### src/rtl/dbg_pkg.sv
package dbg_pkg;

    // Fixed cause bit positions; general events start at CB_GEN0
    localparam int CB_MC_STOP   = 0;
    localparam int CB_MC_INT    = 1;
    localparam int CB_PBRK      = 2;
    localparam int CB_NMI       = 3;
    localparam int CB_GEN0      = 4;
    localparam int FIXED_CAUSES = 4;

    localparam logic [1:0] STAT_RUN   = 2'b00;
    localparam logic [1:0] STAT_DEBUG = 2'b11;

    typedef enum logic [1:0] {
        ST_RUN   = 2'd0,
        ST_DRAIN = 2'd1,
        ST_DEBUG = 2'd2,
        ST_STOP  = 2'd3
    } seq_state_e;

    typedef enum logic [1:0] {
        MC_NONE   = 2'd0,
        MC_STOP   = 2'd1,
        MC_BRANCH = 2'd2,
        MC_DEBUG  = 2'd3
    } mc_disp_e;

    typedef struct packed {
        logic dbg_en;
        logic me;
        logic ri;
    } mstate_t;

    // Outcome of a machine check given debug enable, machine-check enable
    // and the two mask bits that govern it.
    function automatic mc_disp_e mc_route(input logic dbg_en, input logic me,
                                          input logic stop_en, input logic int_en);
        if (!dbg_en)
            return me ? MC_BRANCH : MC_STOP;
        if (!me)
            return stop_en ? MC_DEBUG : MC_STOP;
        return int_en ? MC_DEBUG : MC_BRANCH;
    endfunction

endpackage

### src/rtl/dbg_event_map.sv
module dbg_event_map
    import dbg_pkg::*;
#(
    parameter int CAUSE_W = 8,
    localparam int GEN_W  = CAUSE_W - FIXED_CAUSES
) (
    input  mstate_t            mst,
    input  logic               stop_en,
    input  logic               int_en,
    input  logic               active,
    input  logic               mchk,
    input  logic               pbrk,
    input  logic               nmi,
    input  logic [GEN_W-1:0]   gen_evt,
    output logic [CAUSE_W-1:0] set_vec,
    output logic               go_stop,
    output logic               go_branch,
    output logic               nr_set
);

    mc_disp_e disp;

    always_comb begin
        disp = MC_NONE;
        if (mchk)
            disp = mc_route(mst.dbg_en, mst.me, stop_en, int_en);
    end

    assign set_vec[CB_MC_STOP] = mchk & ~mst.me;
    assign set_vec[CB_MC_INT]  = mchk &  mst.me;
    assign set_vec[CB_PBRK]    = pbrk &  mst.ri;
    assign set_vec[CB_NMI]     = nmi;

    for (genvar g = 0; g < GEN_W; g++) begin : g_gen
        assign set_vec[CB_GEN0+g] = gen_evt[g];
    end

    assign go_stop   = active & (disp == MC_STOP);
    assign go_branch = active & (disp == MC_BRANCH);
    assign nr_set    = nmi & ~mst.ri;

endmodule

### src/rtl/dbg_cause_reg.sv
module dbg_cause_reg #(
    parameter int CAUSE_W = 8
) (
    input  logic               clk,
    input  logic               rst,
    input  logic [CAUSE_W-1:0] set_vec,
    input  logic               rd,
    output logic [CAUSE_W-1:0] cause_q
);

    always_ff @(posedge clk) begin
        if (rst)
            cause_q <= '0;
        else if (rd)
            cause_q <= set_vec;
        else
            cause_q <= cause_q | set_vec;
    end

    AST_CAUSE_HOLDS: assert property (@(posedge clk) disable iff (rst)
        !rd |=> ((cause_q & $past(cause_q)) == $past(cause_q)));

    AST_READ_CLEARS: assert property (@(posedge clk) disable iff (rst)
        (rd && set_vec == '0) |=> (cause_q == '0));

endmodule

### src/rtl/dbg_seq.sv
module dbg_seq
    import dbg_pkg::*;
(
    input  logic       clk,
    input  logic       rst,
    input  logic       qual,
    input  logic       pipe_empty,
    input  logic       go_stop,
    input  logic       go_branch,
    input  logic       nr_set,
    input  logic       ret,
    output logic       in_debug,
    output logic       active,
    output logic       chkstop,
    output logic       mc_branch,
    output logic       nonrestart,
    output logic [1:0] stat
);

    seq_state_e state_q, state_d;
    logic       leave;

    always_comb begin
        state_d = state_q;
        unique case (state_q)
            ST_RUN: begin
                if (go_stop)
                    state_d = ST_STOP;
                else if (qual)
                    state_d = pipe_empty ? ST_DEBUG : ST_DRAIN;
            end
            ST_DRAIN: begin
                if (go_stop)
                    state_d = ST_STOP;
                else if (pipe_empty)
                    state_d = ST_DEBUG;
            end
            ST_DEBUG: begin
                if (ret)
                    state_d = ST_RUN;
            end
            ST_STOP: state_d = ST_STOP;
            default: state_d = ST_RUN;
        endcase
    end

    assign leave = (state_q == ST_DEBUG) & ret;

    always_ff @(posedge clk) begin
        if (rst) begin
            state_q    <= ST_RUN;
            mc_branch  <= 1'b0;
            nonrestart <= 1'b0;
        end else begin
            state_q    <= state_d;
            mc_branch  <= go_branch;
            nonrestart <= (nonrestart & ~leave) | nr_set;
        end
    end

    assign in_debug = (state_q == ST_DEBUG);
    assign active   = (state_q == ST_RUN) | (state_q == ST_DRAIN);
    assign chkstop  = (state_q == ST_STOP);
    assign stat     = in_debug ? STAT_DEBUG : STAT_RUN;

    AST_FETCH_AFTER_EMPTY: assert property (@(posedge clk) disable iff (rst)
        $rose(in_debug) |-> $past(pipe_empty));

    AST_ENTRY_QUALIFIED: assert property (@(posedge clk) disable iff (rst)
        (state_q == ST_RUN && !qual) |=> !in_debug);

    AST_STOP_STICKY: assert property (@(posedge clk) disable iff (rst)
        chkstop |=> chkstop);

    AST_STAY_UNTIL_RET: assert property (@(posedge clk) disable iff (rst)
        (in_debug && !ret) |=> in_debug);

endmodule

### src/rtl/dbg_entry_ctrl.sv
module dbg_entry_ctrl
    import dbg_pkg::*;
#(
    parameter int CAUSE_W = 8,
    localparam int GEN_W  = CAUSE_W - FIXED_CAUSES
) (
    input  logic               clk,
    input  logic               rst,
    input  logic               dbg_en_i,
    input  logic               me_i,
    input  logic               ri_i,
    input  logic [CAUSE_W-1:0] mask_i,
    input  logic [GEN_W-1:0]   evt_i,
    input  logic               mchk_i,
    input  logic               pbrk_i,
    input  logic               nmi_i,
    input  logic               pipe_empty_i,
    input  logic               cause_rd_i,
    input  logic               sw_freeze_i,
    input  logic               dbg_ret_i,
    output logic [CAUSE_W-1:0] cause_o,
    output logic               fetch_req_o,
    output logic               freeze_o,
    output logic [1:0]         stat_o,
    output logic               chkstop_o,
    output logic               mc_branch_o,
    output logic               nonrestart_o
);

    mstate_t            mst;
    logic [CAUSE_W-1:0] set_vec;
    logic [CAUSE_W-1:0] cause_q;
    logic               go_stop, go_branch, nr_set;
    logic               active, in_debug, qual;

    assign mst = '{dbg_en: dbg_en_i, me: me_i, ri: ri_i};

    dbg_event_map #(.CAUSE_W(CAUSE_W)) u_map (
        .mst       (mst),
        .stop_en   (mask_i[CB_MC_STOP]),
        .int_en    (mask_i[CB_MC_INT]),
        .active    (active),
        .mchk      (mchk_i),
        .pbrk      (pbrk_i),
        .nmi       (nmi_i),
        .gen_evt   (evt_i),
        .set_vec   (set_vec),
        .go_stop   (go_stop),
        .go_branch (go_branch),
        .nr_set    (nr_set)
    );

    dbg_cause_reg #(.CAUSE_W(CAUSE_W)) u_cause (
        .clk     (clk),
        .rst     (rst),
        .set_vec (set_vec),
        .rd      (cause_rd_i),
        .cause_q (cause_q)
    );

    assign qual = (dbg_en_i & (|(cause_q & mask_i))) | cause_q[CB_NMI];

    dbg_seq u_seq (
        .clk        (clk),
        .rst        (rst),
        .qual       (qual),
        .pipe_empty (pipe_empty_i),
        .go_stop    (go_stop),
        .go_branch  (go_branch),
        .nr_set     (nr_set),
        .ret        (dbg_ret_i),
        .in_debug   (in_debug),
        .active     (active),
        .chkstop    (chkstop_o),
        .mc_branch  (mc_branch_o),
        .nonrestart (nonrestart_o),
        .stat       (stat_o)
    );

    assign cause_o     = cause_q;
    assign fetch_req_o = in_debug;
    assign freeze_o    = in_debug | (sw_freeze_i & ~dbg_en_i);

    AST_SW_FREEZE_GATED: assert property (@(posedge clk) disable iff (rst)
        (dbg_en_i && !fetch_req_o) |-> !freeze_o);

    AST_DEBUG_STATUS: assert property (@(posedge clk) disable iff (rst)
        fetch_req_o |-> (stat_o == 2'b11 && freeze_o));

    AST_ME_NO_STOP: assert property (@(posedge clk) disable iff (rst)
        (mchk_i && me_i && !chkstop_o) |=> !chkstop_o);

    AST_PBRK_NEEDS_RI: assert property (@(posedge clk) disable iff (rst)
        (pbrk_i && !ri_i && !cause_o[CB_PBRK]) |=> !cause_o[CB_PBRK]);

endmodule

### config.mk
export PLATFORM = sky130hd
export DESIGN_NAME = dbg_entry_ctrl
export DESIGN_NICKNAME = d
export VERILOG_FILES = /design/src/rtl/dbg_pkg.sv /design/src/rtl/dbg_event_map.sv /design/src/rtl/dbg_cause_reg.sv /design/src/rtl/dbg_seq.sv /design/src/rtl/dbg_entry_ctrl.sv
export SDC_FILE = /design/constraint.sdc
export NUM_CORES = 1
export LEC_CHECK = 0
export BUFFER_PORTS_ARGS = -buffer_cell sky130_fd_sc_hd__buf_2
export CORE_UTILIZATION = 39
export CTS_CLUSTER_DIAMETER = 150
export DETAILED_ROUTE_END_ITERATION = 8
export PLACE_DENSITY = 0.77
export REMOVE_ABC_BUFFERS = 1
export SLEW_MARGIN = 10
export SYNTH_ARGS = -nofsm -noshare
export SYNTH_HDL_FRONTEND = slang
export SYNTH_SLANG_ARGS = --single-unit
### constraint.sdc
create_clock -name clk -period 2.9 [get_ports clk]
set_clock_uncertainty 0.1 [all_clocks]
set_input_delay 0.145 -clock clk [delete_from_list [all_inputs] [get_ports clk]]
set_output_delay 0.145 -clock clk [all_outputs]
set_load 0.03 [all_outputs]
==> results of run 1 <==
[logic make-up after synthesis]
group,Yosys count,synth area share [%]
buffers and inverters,7,6.12
AO/OA/AOI/OAI,22,29.5
AND/OR/NAND/NOR,23,20.9
flip-flops,12,43.5
[metrics by stage]
| step | hold slack, ns | instances | cell area (um2) |
|---|---|---|---|
| finish | 0.0228 | 121 | 810 |
| global route | 0.0113 | 121 | 810 |
| CTS | 0.0169 | 121 | 810 |
| detailed placement | 0.258 | 113 | 737 |
| global placement | 0.249 | 113 | 737 |
| floorplan | 0.111 | 61 | 533 |
[where the power goes]
part           switching [W]  internal, W  total [W]
clock              0.0000516    0.0000479  0.0000996
sequential         0.0000113     0.000178   0.000189
combinational      0.0000827    0.0000545   0.000137
total               0.000146     0.000280   0.000426
[registers in the layout (all words and copies together), names as in the netlist]
register          flops
u_seq.nonrestart      1
u_seq.mc_branch       1
u_seq.state_q         2
u_cause.cause_q       8
[worst max path at each step]
stage                                    end  slack, ns                          start  depth (start not counted)
2_1_floorplan  u_seq.state_q[1]$_SDFFE_PP0P_       0.54  u_seq.state_q[1]$_SDFFE_PP0P_                          4
3_3_place_gp                        freeze_o       1.59  u_seq.state_q[1]$_SDFFE_PP0P_                          3
3_5_place_dp   u_seq.state_q[1]$_SDFFE_PP0P_       1.58  u_seq.state_q[1]$_SDFFE_PP0P_                          4
4_1_cts                             freeze_o       1.27  u_seq.state_q[1]$_SDFFE_PP0P_                          3
5_1_grt                             freeze_o       1.17  u_seq.state_q[1]$_SDFFE_PP0P_                          3
6_report                            freeze_o       1.27  u_seq.state_q[1]$_SDFFE_PP0P_                          3
[worst reg2reg max path, stage by stage, from the launching register on]
cell and delay [ns]:
dfxtp_1 0.41, nor2b_1 0.39, nand2b_1 0.12, o2111ai_2 0.12, a221oi_2 0.09
[cell usage after synthesis, drive strengths merged]
master   number
nand2         6
nor2          9
clkbuf        1
a21o          1
inv           4
a221oi        1
o2111ai       1
and2          2
or2           1
a2111oi       1
a22oi         3
o21bai        1
a21oi        10
nand2b        2
nor2b         2
o21ai         3
dfxtp        12
a222oi        1
buf           2
nand3         1
[repair_timing]
action,CTS,global route
endpoints found under the setup margin,0,0
buffers inserted,0,0
gates resized for setup,0,0
hold endpoints to repair,5,0
hold buffers,5,0
[cell type report]
| class | instances | area [um2] |
|---|---|---|
| Clock buffer | 3 | 22.5 |
| Fill cell | 119 | 492 |
| Inverter | 4 | 15.0 |
| Multi-Input combinational cell | 45 | 278 |
| Sequential cell | 12 | 240 |
| Tap cell | 15 | 18.8 |
| Timing Repair Buffer | 42 | 235 |
[per-layer routing]
layer,routed length (um),up-vias
li1,-,307
met1,635,271
met2,695,27
met3,70,2
met4,12,0
met5,0,-
==> summary.md, run 1 <==
| Metric | Value |
|---|---|
| Status | `finished clean` |
| Tmin final | `1.63 ns` |
| Hold worst-path end | `u_seq.mc_branch$_SDFF_PP0_` |
| DR vias | `607` |
| Worst hold start | `mask_i[1]` |
| Total wire length | `~1400 um` |
| Slew Viols, Final | `0` |
| Die area | `roughly 0.0016 mm2` |
| Initial Util | `42.4%` |
| PwrDens | `526 mW/mm2` |
| Final setup vio count | `0` |
| Post-synthesis register bit count | `12` |
| GPL Wtd Cong | `around 0.7` |
| R2R Path End | `u_seq.state_q[1]$_SDFFE_PP0P_` |
| Worst VDD drop | `~0.23 mV` |
| Critical path cell sequence | `nor2b_1, a21o_1, buf_2` |
| Antenna cells | `0` |
| Final ANT Viol Nets | `0` |
| Drt drc | `0` |
| # rows | `13` |
| Maximum clock rate | `613 MHz` |
| WP buf/inv | `1` |
| Final core utilization | `approximately 62%` |
| Drt first pass iters | `4` |
| Total Power | `roughly 0.00043 W` |
| M1 GR Usage | `26.8%` |
| Hpwl dp | `between 900 and 1000 um` |
| Initial antenna violation count | `0` |
| Pin count of the biggest net entering global routing | `13` |
| Worst-path clk slew | `0.07 ns` |
| Die H | `39.6 um` |
| Worst slew pin tran | `0.405 ns` |
| Port bufs | `37` |
| Yosys warns | `0` |
| Most frequent cells in the layout | `buf_2, dfxtp_1, a21oi_1` |
| Syn_area_per_cell | `8.62 um2` |
| Layout area overhead | `46.7%` |
| Post-synthesis sequential area ratio | `43.5%` |
| Largest area contributor in the netlist | `dfxtp_1` |
| Max-cap violation count | `0` |
| Grt total ovfl | `0` |
| Crit. End Element | `primary output` |
| CTS H-tree depth | `1` |
| Clock Sinks | `12` |
| Final Hold Fails | `0` |
| R2R Path Start | `u_seq.state_q[1]$_SDFFE_PP0P_` |
| Netlist Area Pre-Place | `552 um2` |
| CTS max path bufs | `2` |
| Total negative slack | `0 ns` |
| Chip width | `a little under 40 um` |
| Crit-path leading delay family | `flip-flops` |
| HP Class | `primary input to register` |
| Busiest layer in global routing | `met2` |
| Pre-CTS WS | `about 1.6 ns` |
| First-pass GRT wire length | `2330 um` |
| Hold Crit Depth | `2` |
| Vias per Instance | `around 5` |
| Slowest cell on crit path | `dfxtp_1` |
| Synth top area cells | `dfxtp_1, a21oi_1, nor2_1, a22oi_1, nand2_1` |
| Fin crit share | `56.2%` |
| Share of cells above drive strength 1 | `43.4%` |
| Io pins | `39` |
| CP Max Fanout | `7` |
| Core area | `between 0.001 and 0.0015 mm2` |
| Post-synth cell types | `22` |
| Flop2flop setup slack | `1.55 ns` |
| Mapped Cells | `64` |
| Met3 Track Usage GR | `3.41%` |
| Reg2reg path depth | `4` |
| Via count of the first global-routing pass | `between 500 and 600` |
| CTS tree | `done` |
| GR Layer Usage met2 | `38.1%` |
| CP arrival | `1.39 ns` |
| Clk root buf | `clkbuf_4` |
| Slack of the critical path | `~1.3 ns` |
| Unrepaired setup endpoints after global routing | `false` |
| Leakage | `0.413 nW` |
| GRT Overall Usage | `22.7%` |
| Worst skew pair latency | `0.27 ns` |
| WL/cell | `11.7 um` |
| Max-slew headroom | `72.3%` |
| Most common library cell in the layout ignoring fill and taps | `buf_2` |
| Nets@finish | `132` |
| Drt first-iter violations | `10` |
| Setup crit start kind | `register` |
| CP required | `between 2 and 3 ns` |
| CTS buffer count | `3` |
| Slowest stage delay, CP | `0.41 ns` |
| Synth top area share | `43.5%` |
| Critical path class | `register to primary output` |
(Power assumes the default switching activity.)
==> run 2: changes to the inputs <==
--- a/config.mk
+++ b/config.mk
@@ -6,10 +6,10 @@
 export NUM_CORES = 1
 export LEC_CHECK = 0
 export BUFFER_PORTS_ARGS = -buffer_cell sky130_fd_sc_hd__buf_2
-export CORE_UTILIZATION = 39
+export CORE_UTILIZATION = 38
 export CTS_CLUSTER_DIAMETER = 150
 export DETAILED_ROUTE_END_ITERATION = 8
-export PLACE_DENSITY = 0.77
+export PLACE_DENSITY = 0.75
 export REMOVE_ABC_BUFFERS = 1
 export SLEW_MARGIN = 10
 export SYNTH_ARGS = -nofsm -noshare
==> constraint.sdc (replaced) <==
create_clock -name clk -period 1.7 [get_ports clk]
set_clock_uncertainty 0.1 [all_clocks]
set_input_delay 0.085 -clock clk [delete_from_list [all_inputs] [get_ports clk]]
set_output_delay 0.085 -clock clk [all_outputs]
set_load 0.03 [all_outputs]
==> run 2 against run 1 <==
Global-route usage is 2.7 points lower. Non-clock buffer count is 5 higher. Total power is 87% higher. Critical path depth is 2 higher. Sequential power is 71% higher. Flip-flop and latch count stayed put. Hold slack worse by 0.0022 ns. Design area is 8.0% higher. Count of clock-buffer cells in the layout is 1 higher.
==> summary.md, run 2 (synthesized netlist as in run 1, its figures left out) <==
| Metric | Value |
|---|---|
| Critical path class | `primary input to register (was register to primary output)` |
| Layout area overhead | `58.5% (was 46.7%)` |
| Worst slew pin tran | `0.368 ns (was 0.405 ns)` |
| Tmin final | `1.59 ns` |
| Vias per Instance | `4.87 (was 5.02)` |
| Worst-path clk slew | `0.09 ns (was 0.07 ns)` |
| Most common library cell in the layout ignoring fill and taps | `buf_2 (unchanged)` |
| Max reg flops | `8 (unchanged)` |
| CTS tree | `done (unchanged)` |
| Slowest stage delay, CP | `0.60 ns (was 0.41 ns)` |
| Drt drc | `0 (unchanged)` |
| CTS H-tree depth | `1 (unchanged)` |
| Biggest register | `u_cause.cause_q (unchanged)` |
| WP buf/inv | `3 (was 1)` |
| Via count of the first global-routing pass | `521 (was 577)` |
| Crit-path leading delay family | `buffers and inverters (was flip-flops)` |
| Chip width | `40.1 um (was 39.6 um)` |
| GRT Overall Usage | `19.9% (was 22.7%)` |
| Hold Crit Depth | `4 (was 2)` |
| Grt total ovfl | `0 (unchanged)` |
| Core area | `0.00133 mm2 (was 0.00130 mm2)` |
| CTS max path bufs | `2 (unchanged)` |
| Die area | `0.00161 mm2 (was 0.00157 mm2)` |
| Unrepaired setup endpoints after global routing | `false (unchanged)` |
| Initial antenna violation count | `0 (unchanged)` |
| Crit-path most repeated cell | `dlygate4sd3_1` |
| Total negative slack | `0 ns (unchanged)` |
| CP arrival | `1.72 ns (was 1.39 ns)` |
| HP Class | `primary input to register (unchanged)` |
| Final ANT Viol Nets | `0 (unchanged)` |
| Slowest cell on crit path | `dlygate4sd3_1 (was dfxtp_1)` |
| Total Power | `0.000795 W (was 0.000426 W)` |
| CP required | `1.83 ns (was 2.65 ns)` |
| Worst VDD drop | `0.527 mV (was 0.233 mV)` |
| Drt first-iter violations | `12 (was 10)` |
| Clock Sinks | `12 (unchanged)` |
| PwrDens | `909 mW/mm2 (was 526 mW/mm2)` |
| Status | `finished clean (unchanged)` |
| Max-slew headroom | `75.4% (was 72.3%)` |
| Nets@finish | `137 (was 132)` |
| Leakage | `0.443 nW (was 0.413 nW)` |
| Setup crit start kind | `primary input (was register)` |
| Io pins | `39 (unchanged)` |
| Final setup vio count | `0 (unchanged)` |
| Final Hold Fails | `0 (unchanged)` |
| Critical path cell sequence | `dlygate4sd3_1, buf_2, nand2_1, a2111oi_1, dlygate4sd3_1 (was nor2b_1, a21o_1, buf_2)` |
| Max-cap violation count | `0 (unchanged)` |
| First-pass GRT wire length | `2050 um (was 2330 um)` |
| Stages on worst setup path | `5 (was 3)` |
| Fill count | `128 (was 119)` |
| Slew Viols, Final | `0 (unchanged)` |
| Die H | `40.1 um (was 39.6 um)` |
| Non-filler cells in the finished layout | `127 (was 121)` |
| DR vias | `619 (was 607)` |
| Reg2reg path depth | `2 (was 4)` |
| Total wire length | `1420 um (was 1410 um)` |
| Placed cells | `113 (unchanged)` |
| Most frequent cells in the layout | `buf_2, dfxtp_1, a21oi_1, dlygate4sd3_1, nor2_1 (was buf_2, dfxtp_1, a21oi_1)` |
| Initial Util | `41.4% (was 42.4%)` |
| Maximum clock rate | `approximately 630 MHz` |
| Worst skew pair latency | `0.28 ns (was 0.27 ns)` |
| Hpwl dp | `965 um (was 1000 um)` |
| Crit. End Element | `register (was primary output)` |
| Port bufs | `37 (unchanged)` |
| CTS buffer count | `3 (unchanged)` |
| Fin crit share | `93.4%` |
| Antenna cells | `0 (unchanged)` |
| Clk root buf | `clkbuf_4 (unchanged)` |
| Pin count of the biggest net entering global routing | `13 (unchanged)` |
| Drt first pass iters | `4 (unchanged)` |
| # rows | `13 (unchanged)` |
| GPL Wtd Cong | `0.703 (was 0.720)` |
| Share of cells above drive strength 1 | `42.0% (was 43.4%)` |
| WL/cell | `11.1 um (was 11.7 um)` |
| Largest regs | `u_cause.cause_q (8), u_seq.state_q (2) (unchanged)` |
| CP Max Fanout | `2 (was 7)` |
## run 2: repair_timing
| action | CTS | global route |
|---|---|---|
| gates resized for setup | 0 | 1 |
| setup buffers | 0 | 0 |
| endpoints found under the setup margin | 0 | 1 |
| hold buffers | 10 | 0 |
| endpoints found under the hold margin | 8 | 0 |
## run 2: cell type report
class                   instances  area [um2]  share of cell area (%)
clock buffers                   4        36.3                    4.15
well taps                      15        18.8                    2.15
multi-input cells              45         279                    31.9
inverters                       4        15.0                    1.72
flip-flops and latches         12         240                    27.5
repair buffers                 47         285                    32.6
## run 2: path summary, 6_finish.rpt
kind	start	endpoint	slack, ns
setup reg to reg	u_seq.state_q[1]$_SDFFE_PP0P_	u_seq.mc_branch$_SDFF_PP0_	0.31
hold reg to reg	u_cause.cause_q[0]$_SDFF_PP0_	u_cause.cause_q[0]$_SDFF_PP0_	0.38
setup / recovery	me_i	u_seq.mc_branch$_SDFF_PP0_	0.11
hold / removal	ri_i	u_seq.nonrestart$_SDFF_PP0_	0.02
## run 2: per-layer routing
layer | global-route usage, % | part of all wire (%)
met5 | 0 | 0
met4 | 10.3 | 1.1
met3 | 5.00 | 4.8
met2 | 36.7 | 51
met1 | 20.3 | 43
## run 2: metrics by stage
stage / hold slack (ns) / setup slack, ns / area [um2] / utilization (%)
2_1_floorplan: 0.0512 / -0.657 / 533 / -
3_3_place_gp: 0.188 / 0.410 / 737 / 55.3
3_5_place_dp: 0.198 / 0.376 / 737 / 55.3
4_1_cts: 0.0183 / 0.0793 / 873 / 65.5
5_1_grt: 0.0334 / 0.0115 / 875 / 65.6
6_report: 0.0207 / 0.111 / 875 / 65.6
## run 2: tightest hold or removal path, stage by stage
cell and delay (ns):
buf_2 0.09, nor2b_1 0.04, a21oi_1 0.11, nor2_1 0.04
## run 2: report_power, final
part	internal (W)	leakage, nW	switching (W)
Sequential	0.000303	0.0996	0.0000192
Combinational	0.000101	0.322	0.000140
Clock	0.000130	0.0210	0.000101
Total	0.000534	0.443	0.000261
==> run 3: changes to the inputs <==
--- a/config.mk
+++ b/config.mk
@@ -9,7 +9,8 @@
 export CORE_UTILIZATION = 38
 export CTS_CLUSTER_DIAMETER = 150
 export DETAILED_ROUTE_END_ITERATION = 8
-export PLACE_DENSITY = 0.75
+export PLACE_DENSITY = 0.86
+export RECOVER_POWER = 50
 export REMOVE_ABC_BUFFERS = 1
 export SLEW_MARGIN = 10
 export SYNTH_ARGS = -nofsm -noshare
==> run 3 against run 2 <==
Via count down 1.5%. Flip-flop and latch count is the same. Final cell count unchanged. Non-clock buffer count unchanged. Routed wire length shrank 0.92%. First-iteration DRC count is 25% higher. Sequential share of layout area increased by 0.56 points. Setup slack lost 0.018 ns. Fmax decreased by 1.1%. Largest cell class unchanged. Highest routed layer is now met3.
==> summary.md, run 3 (synthesized netlist as in run 1, its figures left out) <==
| Metric | Value |
|---|---|
| Max reg flops | `8 (unchanged)` |
| Hold Buf Count CTS | `10 (unchanged)` |
| DR vias | `610 (was 619)` |
| Worst skew pair latency | `0.26 ns (was 0.28 ns)` |
| Die H | `40.1 um (unchanged)` |
| Drt drc | `0 (unchanged)` |
| CTS H-tree depth | `1 (unchanged)` |
| GRT Overall Usage | `18.5% (was 19.9%)` |
| Final setup vio count | `0 (unchanged)` |
| Post_cts resized | `0 (unchanged)` |
| Status | `finished clean (unchanged)` |
| Share of cells above drive strength 1 | `34.8% (was 42.0%)` |
| Core area | `0.00133 mm2 (unchanged)` |
| CP Max Fanout | `2 (unchanged)` |
| Initial antenna violation count | `0 (unchanged)` |
| # rows | `13 (unchanged)` |
| Clock Sinks | `12 (unchanged)` |
| Worst-path clk slew | `0.08 ns (was 0.09 ns)` |
| Final instance area | `857 um2 (was 875 um2)` |
| Final ANT Viol Nets | `0 (unchanged)` |
| DP Area | `737 um2 (unchanged)` |
| Setup crit start kind | `primary input (unchanged)` |
| Largest regs | `u_cause.cause_q (8), u_seq.state_q (2) (unchanged)` |
| Total wire length | `1400 um (was 1420 um)` |
| Most common library cell in the layout ignoring fill and taps | `buf_2 (unchanged)` |
| GPL Wtd Cong | `0.619 (was 0.703)` |
| Fin crit share | `94.5% (was 93.4%)` |
| Drt first-iter violations | `15 (was 12)` |
| Critical path class | `primary input to register (unchanged)` |
| Die area | `0.00161 mm2 (unchanged)` |
| Final Hold Fails | `0 (unchanged)` |
| Fill count | `124 (was 128)` |
| Port bufs | `37 (unchanged)` |
| CP required | `1.81 ns (was 1.83 ns)` |
| Chip width | `40.1 um (unchanged)` |
| CTS tree | `done (unchanged)` |
| Maximum clock rate | `623 MHz (was 630 MHz)` |
| HP Class | `primary input to register (unchanged)` |
| Unrepaired setup endpoints after global routing | `false (unchanged)` |
| Clk root buf | `clkbuf_4 (unchanged)` |
| Layout area overhead | `55.3% (was 58.5%)` |
| Max-slew headroom | `75.1% (was 75.4%)` |
| Min Hold Slack | `0.00454 ns (was 0.0207 ns)` |
| Initial Util | `41.4% (unchanged)` |
| Nets@finish | `137 (unchanged)` |
| CTS buffer count | `3 (unchanged)` |
| Hpwl dp | `1020 um (was 965 um)` |
| Reg area | `240 um2 (unchanged)` |
| Drt first pass iters | `4 (unchanged)` |
| Vias per Instance | `4.80 (was 4.87)` |
| Tmin final | `1.61 ns (was 1.59 ns)` |
| Most frequent cells in the layout | `buf_2, dfxtp_1, a21oi_1, dlygate4sd3_1, nor2_1 (unchanged)` |
| Crit. End Element | `register (unchanged)` |
| Max-cap violation count | `0 (unchanged)` |
| Antenna cells | `0 (unchanged)` |
| Worst slew pin tran | `0.373 ns (was 0.368 ns)` |
| Slew Viols, Final | `0 (unchanged)` |
| WL/cell | `11.0 um (was 11.1 um)` |
| First-pass GRT wire length | `2010 um (was 2050 um)` |
| Leakage | `0.411 nW (was 0.443 nW)` |
| Grt total ovfl | `0 (unchanged)` |
| Worst VDD drop | `0.456 mV (was 0.527 mV)` |
| Pin count of the biggest net entering global routing | `13 (unchanged)` |
| Area occupied by multi-input gates | `270 um2 (was 279 um2)` |
| PwrDens | `913 mW/mm2 (was 909 mW/mm2)` |
| Via count of the first global-routing pass | `509 (was 521)` |
| Buffer count from post-CTS setup fixing | `0 (unchanged)` |
| CP arrival | `1.72 ns (about the same)` |
| Biggest register | `u_cause.cause_q (unchanged)` |
| CTS max path bufs | `2 (unchanged)` |
| Io pins | `39 (unchanged)` |
==> run 3: critical path, cell delays in order <==
cell	delay, ns
dlygate4sd3_1	0.54
clkbuf_1	0.12
nand2_1	0.07
a2111oi_0	0.31
dlygate4sd3_1	0.59
==> run 3: per-stage QoR <==
step                      total power [W]  TNS (ns)  util [%]  setup slack (ns)  instances
after CTS                        0.000792         0      65.5             0.126        127
final                            0.000783         0      64.3            0.0937        127
after floorplan                  0.000476     -3.03         -            -0.657         61
after detailed placement         0.000552         0      55.3             0.388        113
after global placement           0.000547         0      55.3             0.434        113
after global routing             0.000823         0      64.3            0.0681        127
==> run 3: final cells by class <==
| class | instances | share of cell area (%) |
|---|---|---|
| Timing Repair Buffer | 47 | 32.3 |
| Multi-Input combinational cell | 45 | 31.5 |
| Sequential cell | 12 | 28.0 |
| Clock buffer | 4 | 4.23 |
| Tap cell | 15 | 2.19 |
| Inverter | 4 | 1.75 |
==> run 3: final timing paths <==
kind	start	endpoint	slack [ns]	cells after the start
max	me_i	u_seq.mc_branch$_SDFF_PP0_	0.09	5
min reg2reg	u_cause.cause_q[1]$_SDFF_PP0_	u_cause.cause_q[1]$_SDFF_PP0_	0.39	2
max reg2reg	u_seq.state_q[1]$_SDFFE_PP0P_	u_seq.mc_branch$_SDFF_PP0_	0.34	2
min	mchk_i	u_cause.cause_q[1]$_SDFF_PP0_	0.005	3
==> run 3: where the power goes <==
group / leakage (nW) / switching (W) / internal, W
Combinational: 0.291 / 0.000141 / 0.0000965
Sequential: 0.0996 / 0.0000191 / 0.000303
Clock: 0.0210 / 0.0000931 / 0.000130
Total: 0.411 / 0.000253 / 0.000530
==> run 3: metal layers <==
metal  vias to the layer above  global-route usage [%]  part of all wire [%]
li1                        316                       -                     -
met1                       263                    22.5                    48
met2                        31                    32.7                    44
met3                         0                    3.33                   7.6
met4                         0                    5.17                     0
met5                         -                       0                     0
